[src/rtl/sctl_pkg.sv]
package sctl_pkg;
    localparam int BYTE_W  = 8;
    localparam int ST_SD   = 0;
    localparam int ST_LS   = 1;
    localparam int ST_VIOL = 2;
    localparam int SYNC_N  = 2;
    typedef logic [BYTE_W-1:0] byte_t;
endpackage

[src/rtl/sctl_sync.sv]
module sctl_sync #(
    parameter int   STAGES  = 2,
    parameter logic RST_VAL = 1'b0
) (
    input  logic clk,
    input  logic rst_n,
    input  logic d,
    output logic q
);
    logic [STAGES-1:0] chain_d, chain_q;

    generate
        if (STAGES == 1) begin : g_one
            always_comb chain_d = d;
        end else begin : g_many
            always_comb chain_d = {chain_q[STAGES-2:0], d};
        end
    endgenerate

    always_ff @(posedge clk or negedge rst_n) begin
        if (!rst_n) chain_q <= {STAGES{RST_VAL}};
        else        chain_q <= chain_d;
    end

    assign q = chain_q[STAGES-1];
endmodule

[src/rtl/sctl_shift.sv]
module sctl_shift #(
    parameter int W = sctl_pkg::BYTE_W
) (
    input  logic         clk,
    input  logic         rst_n,
    input  logic         cs_s,
    input  logic         sclk_s,
    input  logic         din_s,
    input  logic [W-1:0] status_in,
    output logic [W-1:0] ctrl_out,
    output logic         dout,
    output logic         cs_fall,
    output logic         first_rise
);
    localparam int CNT_W = $clog2(W + 1);
    localparam logic [CNT_W-1:0] LAST = CNT_W'(W - 1);
    localparam logic [CNT_W-1:0] DONE = CNT_W'(W);

    typedef struct packed {
        logic             cs_prev;
        logic             sclk_prev;
        logic [CNT_W-1:0] cnt;
        logic [W-2:0]     rx;
        logic [W-1:0]     tx;
        logic [W-1:0]     ctrl;
    } shift_st_t;

    shift_st_t st_d, st_q;
    logic rise, fall;

    always_comb begin
        cs_fall    = st_q.cs_prev & ~cs_s;
        rise       = ~st_q.sclk_prev & sclk_s & ~cs_s;
        fall       = st_q.sclk_prev & ~sclk_s & ~cs_s;
        first_rise = rise & ~cs_fall & (st_q.cnt == '0);

        st_d           = st_q;
        st_d.cs_prev   = cs_s;
        st_d.sclk_prev = sclk_s;
        if (cs_fall) begin
            st_d.tx  = status_in;
            st_d.cnt = '0;
        end else if (rise && st_q.cnt != DONE) begin
            st_d.rx  = {st_q.rx[W-3:0], din_s};
            st_d.cnt = st_q.cnt + 1'b1;
            if (st_q.cnt == LAST) st_d.ctrl = {st_q.rx, din_s};
        end else if (fall && st_q.cnt != '0) begin
            st_d.tx = {st_q.tx[W-2:0], 1'b0};
        end
    end

    always_ff @(posedge clk or negedge rst_n) begin
        if (!rst_n) begin
            st_q           <= '0;
            st_q.cs_prev   <= 1'b1;
            st_q.cnt       <= DONE;
        end else begin
            st_q <= st_d;
        end
    end

    assign ctrl_out = st_q.ctrl;
    assign dout     = ~cs_s & st_q.tx[W-1];

    AST_CTRL_HOLD_IDLE: assert property (@(posedge clk) disable iff (!rst_n)
        cs_s |=> $stable(ctrl_out));
    AST_SNAP_STABLE: assert property (@(posedge clk) disable iff (!rst_n)
        (!cs_s && !cs_fall && !fall) |=> $stable(st_q.tx));
    AST_DOUT_IDLE_LOW: assert property (@(posedge clk) disable iff (!rst_n)
        cs_s |-> !dout);
endmodule

[src/rtl/sctl_status.sv]
module sctl_status #(
    parameter int W = sctl_pkg::BYTE_W
) (
    input  logic         clk,
    input  logic         rst_n,
    input  logic         sig_det,
    input  logic         loop_sync,
    input  logic         bpv_pulse,
    input  logic         cs_fall,
    input  logic         first_rise,
    output logic [W-1:0] status,
    output logic         irq_n
);
    typedef struct packed {
        logic sd;
        logic ls;
        logic viol;
        logic irq;
    } stat_st_t;

    stat_st_t st_d, st_q;
    logic flag_chg;

    always_comb begin
        flag_chg = (sig_det ^ st_q.sd) | (loop_sync ^ st_q.ls);
        st_d     = st_q;
        st_d.sd  = sig_det;
        st_d.ls  = loop_sync;
        if (flag_chg)        st_d.irq = 1'b1;
        else if (first_rise) st_d.irq = 1'b0;
        if (bpv_pulse)       st_d.viol = 1'b1;
        else if (cs_fall)    st_d.viol = 1'b0;

        status                   = '0;
        status[sctl_pkg::ST_SD]   = st_q.sd;
        status[sctl_pkg::ST_LS]   = st_q.ls;
        status[sctl_pkg::ST_VIOL] = st_q.viol;
    end

    always_ff @(posedge clk or negedge rst_n) begin
        if (!rst_n) st_q <= '0;
        else        st_q <= st_d;
    end

    assign irq_n = ~st_q.irq;

    AST_IRQ_ON_CHANGE: assert property (@(posedge clk) disable iff (!rst_n)
        (sig_det != st_q.sd || loop_sync != st_q.ls) |=> !irq_n);
    AST_IRQ_CLEAR: assert property (@(posedge clk) disable iff (!rst_n)
        (first_rise && sig_det == st_q.sd && loop_sync == st_q.ls) |=> irq_n);
    AST_VIOL_NO_IRQ: assert property (@(posedge clk) disable iff (!rst_n)
        (irq_n && sig_det == st_q.sd && loop_sync == st_q.ls) |=> irq_n);
    AST_VIOL_STICKY: assert property (@(posedge clk) disable iff (!rst_n)
        bpv_pulse |=> status[sctl_pkg::ST_VIOL]);
endmodule

[src/rtl/sctl_port.sv]
module sctl_port #(
    parameter int W     = sctl_pkg::BYTE_W,
    parameter int SYNCS = sctl_pkg::SYNC_N
) (
    input  logic         clk,
    input  logic         rst_n,
    input  logic         ser_clk,
    input  logic         ser_cs_n,
    input  logic         ser_din,
    output logic         ser_dout,
    input  logic         sig_det,
    input  logic         loop_sync,
    input  logic         bpv_pulse,
    output logic [W-1:0] ctrl_out,
    output logic         irq_n
);
    localparam int          NPIN    = 3;
    localparam logic [NPIN-1:0] PIN_RST = 3'b100;

    logic [NPIN-1:0] pin_raw, pin_s;
    logic [W-1:0]    status;
    logic            cs_fall, first_rise;

    assign pin_raw = {ser_cs_n, ser_clk, ser_din};

    generate
        for (genvar g = 0; g < NPIN; g++) begin : g_sync
            sctl_sync #(.STAGES(SYNCS), .RST_VAL(PIN_RST[g])) u_sync (
                .clk(clk), .rst_n(rst_n), .d(pin_raw[g]), .q(pin_s[g]));
        end
    endgenerate

    sctl_shift #(.W(W)) u_shift (
        .clk(clk), .rst_n(rst_n),
        .cs_s(pin_s[2]), .sclk_s(pin_s[1]), .din_s(pin_s[0]),
        .status_in(status), .ctrl_out(ctrl_out), .dout(ser_dout),
        .cs_fall(cs_fall), .first_rise(first_rise));

    sctl_status #(.W(W)) u_status (
        .clk(clk), .rst_n(rst_n),
        .sig_det(sig_det), .loop_sync(loop_sync), .bpv_pulse(bpv_pulse),
        .cs_fall(cs_fall), .first_rise(first_rise),
        .status(status), .irq_n(irq_n));

    AST_CTRL_HOLD_CS_HIGH: assert property (@(posedge clk) disable iff (!rst_n)
        $changed(ctrl_out) |-> !pin_s[2]);
endmodule

[config.mk]
export PLATFORM = sky130hd
export DESIGN_NAME = sctl_port
export DESIGN_NICKNAME = d
export VERILOG_FILES = /design/src/rtl/sctl_pkg.sv /design/src/rtl/sctl_sync.sv /design/src/rtl/sctl_shift.sv /design/src/rtl/sctl_status.sv /design/src/rtl/sctl_port.sv
export SDC_FILE = /design/constraint.sdc
export NUM_CORES = 1
export LEC_CHECK = 0
export ABC_AREA = 1
export CAP_MARGIN = 20
export CORE_MARGIN = 4
export CORE_UTILIZATION = 50
export DETAILED_ROUTE_END_ITERATION = 16
export PLACE_DENSITY = 0.78
export SLEW_MARGIN = 10
export SYNTH_ARGS = -nofsm -noshare
export SYNTH_HDL_FRONTEND = slang
export SYNTH_SLANG_ARGS = --single-unit
[constraint.sdc]
create_clock -name clk -period 2.15 [get_ports clk]
set_clock_uncertainty 0.15 [all_clocks]
set_input_delay 0.43 -clock clk [delete_from_list [all_inputs] [get_ports clk]]
set_output_delay 0.43 -clock clk [all_outputs]
set_load 0.02 [all_outputs]
==> reports/results.txt <==
Post-synthesis sequential element count: 39. Timing analysis after detailed placement gives a worst setup slack of 0.453 ns. The most numerous cell in the Yosys netlist was nand2_1.

The run gives 0 as the total of warnings raised by yosys. Summed over all instances, the cell type with the most area after synthesis is dfrtp_1. The cell area power density is 688 mW/mm².

The number of nets handed over by synthesis was 189. The per-cell routed wire length works out to 11.9 µm. Beginning of the worst hold path: g_sync[0].u_sync.chain_q[0]. Summed over all failing endpoints, the final setup total negative slack is 0 ns. Setup repair after global routing left no endpoint under its margin.

The logs give 15.5% for the total global-route track usage and 0.00436 mm² for the area of the die. The fraction of final layout cells sized beyond drive strength 1 was 12.2%. Static timing analysis puts the maximum clock frequency at 0.484 GHz. The critical path ends at ser_dout.

The worst setup path is launched from a flip-flop. STA classifies the critical path endpoint as an output port. Yosys attributes the largest share of cell area to dfrtp_1, nand2_1, dfstp_2, nand3_1, buf_4.

The run finished with clean final reports. The hold violation count in the final report is 0, and the height of the chip is 66.0 µm. The violation count after the first detailed-route iteration came out at 47. The most used flip-flop cell after synthesis is dfrtp_1. The final worst hold slack is 0.213 ns. Once routing completed, OpenROAD measured the worst setup slack at 0.0822 ns.

The count of flip-flops with a built-in enable after synthesis was 0. For flop-to-flop paths, the worst setup slack is 0.48 ns. Subtracting the final worst setup slack from the clock period gives 2.07 ns. The relative slew slack was 68.9%; the leakage power summed over all cells was 0.989 nW. Chip width: 66.0 µm.

Counting instances in the post-synthesis netlist gives the leading cell types as nand2_1, dfrtp_1, nand3_1. The synthesized netlist occupies a cell area of 0.00168 mm². Setup violations remaining at the end of the flow were counted as 0. The launch instance of the worst register-to-register path was u_shift.st_q[23]. Class of the tightest hold or removal check: reg -> reg.

The global placer's final weighted congestion came out at 0.762. TritonCTS built the clock tree. For this configuration, the core starts out at a cell density of 53.8%. The run gives 18 as the total I/O pin count. The floorplan has 20 rows. The tool flagged a number of max-cap violations equal to 0.

The detailed router placed 1216 vias in this run. Relative to the synthesized area, the layout overhead comes to 12.5%. The tools report the final total power as 0.00130 W. The total routed wirelength was 2.85 mm. The worst register-to-register path ends at u_shift.st_q[21]. Along the worst path, the maximum fanout reaches 4.

Entering global routing, the biggest net connects 40 pins. The worst setup path is of the reg -> out kind. VDD sags by at most 0.000444 V.

Launch point of the critical path: g_sync[2].u_sync.chain_q[1]. The async set-or-reset flop fraction in the synthesized netlist was 100%; the number of unique standard cell types used by synthesis was 20. The wire-length estimate of the detail-placed layout is 1.95 mm. For the wire length of the first global-routing pass, the log shows 4.99 mm. The via count of the first global-routing pass was 1148; the number of buffers inserted during clock tree synthesis was 5. STA puts the critical path data arrival time at 1.49 ns. For the H-tree depth, the log shows 2. Clock-pin slew was measured on the worst setup and hold paths at 0.10 ns. For the final number of max-transition violations, the log shows 0. The logs give 0 for the number of antenna violations at the first check in global routing and 0.00313 mm² for the core box area. The per-instance average area after synthesis was 9.41 µm²; the detailed-router iteration count before antenna repair was 4. The tools report the total inserted antenna cells as 0. The post-route fraction of the period consumed by the critical path is 96.2%. The clock tree root driver cell was clkbuf_4. The number of gates resized after cts is 0. The net count of the finished layout is 205. The tree built by TritonCTS fans out to 39 sinks.

The tools report the data required time at the worst endpoint as 1.57 ns. Measured in cells, the most critical reg-to-reg path has a length of 8. Of the synthesized area, sequential elements account for 58.2%.

The share of the synthesized area in the top cell type was 52.0%; the number of buffers between clock root and the deepest sink was 2. After detailed routing, the number of remaining DRC violations is 0. Summed over all layers, the global routing overflow is 0. After detailed routing, the number of vias per cell comes to 5.07. The tools report the worst-skew pair later-pin latency as 0.35 ns. The number of port buffers works out to 17.

For the pin with the worst max-slew slack, the measured transition is 0.466 ns. The run gives 179 as the post-synthesis cell count. The tools report the remaining number of nets flagged by the antenna check after routing as 0.
## worst max-delay path, stage by stage, from the launching register on
cell and delay [ns]:
dfstp_2 0.57, nor2_1 0.05, clkdlybuf4s50_1 0.53
## area by class of cell
| type | count | area (µm²) |
|---|---|---|
| Clock buffer | 8 | 48.8 |
| Fill cell | 274 | 1230 |
| Inverter | 10 | 37.5 |
| Multi-Input combinational cell | 120 | 589 |
| Sequential cell | 39 | 981 |
| Tap cell | 44 | 55.1 |
| Timing Repair Buffer | 19 | 183 |
## routing by layer
| metal | global-route usage, % | wire, µm | share of wire, % | up-vias |
|---|---|---|---|---|
| met1 | 17.5 | 1200 | 42 | 580 |
| met5 | 0 | 0 | 0 | - |
| met2 | 25.7 | 1400 | 49 | 32 |
| met3 | 5.61 | 160 | 5.6 | 8 |
| li1 | - | - | - | 596 |
| met4 | 7.61 | 85 | 3.0 | 0 |
## timing repair
action,CTS,global route
buffers inserted,0,0
hold buffers,1,0
endpoints found under the hold margin,35,0
## through the flow
step | utilization (%) | cell area, µm² | instances
5_1_grt | 60.6 | 1890 | 240
3_3_place_gp | 58.7 | 1840 | 231
4_1_cts | 60.6 | 1890 | 240
6_report | 60.6 | 1890 | 240
2_1_floorplan | - | 1680 | 179
3_5_place_dp | 58.7 | 1840 | 231
## layout by cell type (no fill, tap or decap)
cell type and count:
dlygate4sd3_1 1, nand3_1 18, clkbuf_1 3, buf_4 1, o21bai_1 1, ha_1 2, nand3_2 1, nor2_4 3
inv_1 6, nand4_1 7, xor2_1 3, dfrtp_1 35, inv_2 4, o21ai_0 2, buf_2 1, nand2_2 2
nand3b_1 1, clkdlybuf4s50_1 16, nor2_1 5, clkbuf_4 5, nand2_1 72, dfstp_2 4, nand2_4 3
## worst min path at each step
| stage | to | depth (start not counted) |
|---|---|---|
| finish | g_sync[0].u_sync.chain_q[1] | 0 |
| global route | g_sync[2].u_sync.chain_q[1] | 0 |
| CTS | g_sync[2].u_sync.chain_q[1] | 0 |
| detailed placement | g_sync[0].u_sync.chain_q[1] | 0 |
| global placement | g_sync[1].u_sync.chain_q[1] | 0 |
| floorplan | g_sync[0].u_sync.chain_q[0] | 0 |
## logic make-up (layout without fill, tap and decap cells)
kind of cell,Yosys count,in the layout,share of synthesized area [%]
flip-flops,39,39,58.2
adder cells (fa/ha/maj),2,2,1.49
AO/OA/AOI/OAI,3,3,1.04
AND/OR/NAND/NOR,112,112,30.9
buffers and inverters,20,37,6.76
XOR/XNOR,3,3,1.56
## power breakdown
part	internal, W	switching (W)
combinational	0.0000465	0.0000775
sequential	0.000786	0.0000345
clock	0.000130	0.000228
## flip-flops by register name, indices dropped and copies added, names as in the netlist
register and flops:
u_shift.st_q 21, u_shift.ctrl_out 8, g_sync.u_sync.chain_q 6, u_status.status 3, u_status.st_q 1
No activity file was read; power rests on OpenSTA's default activity.
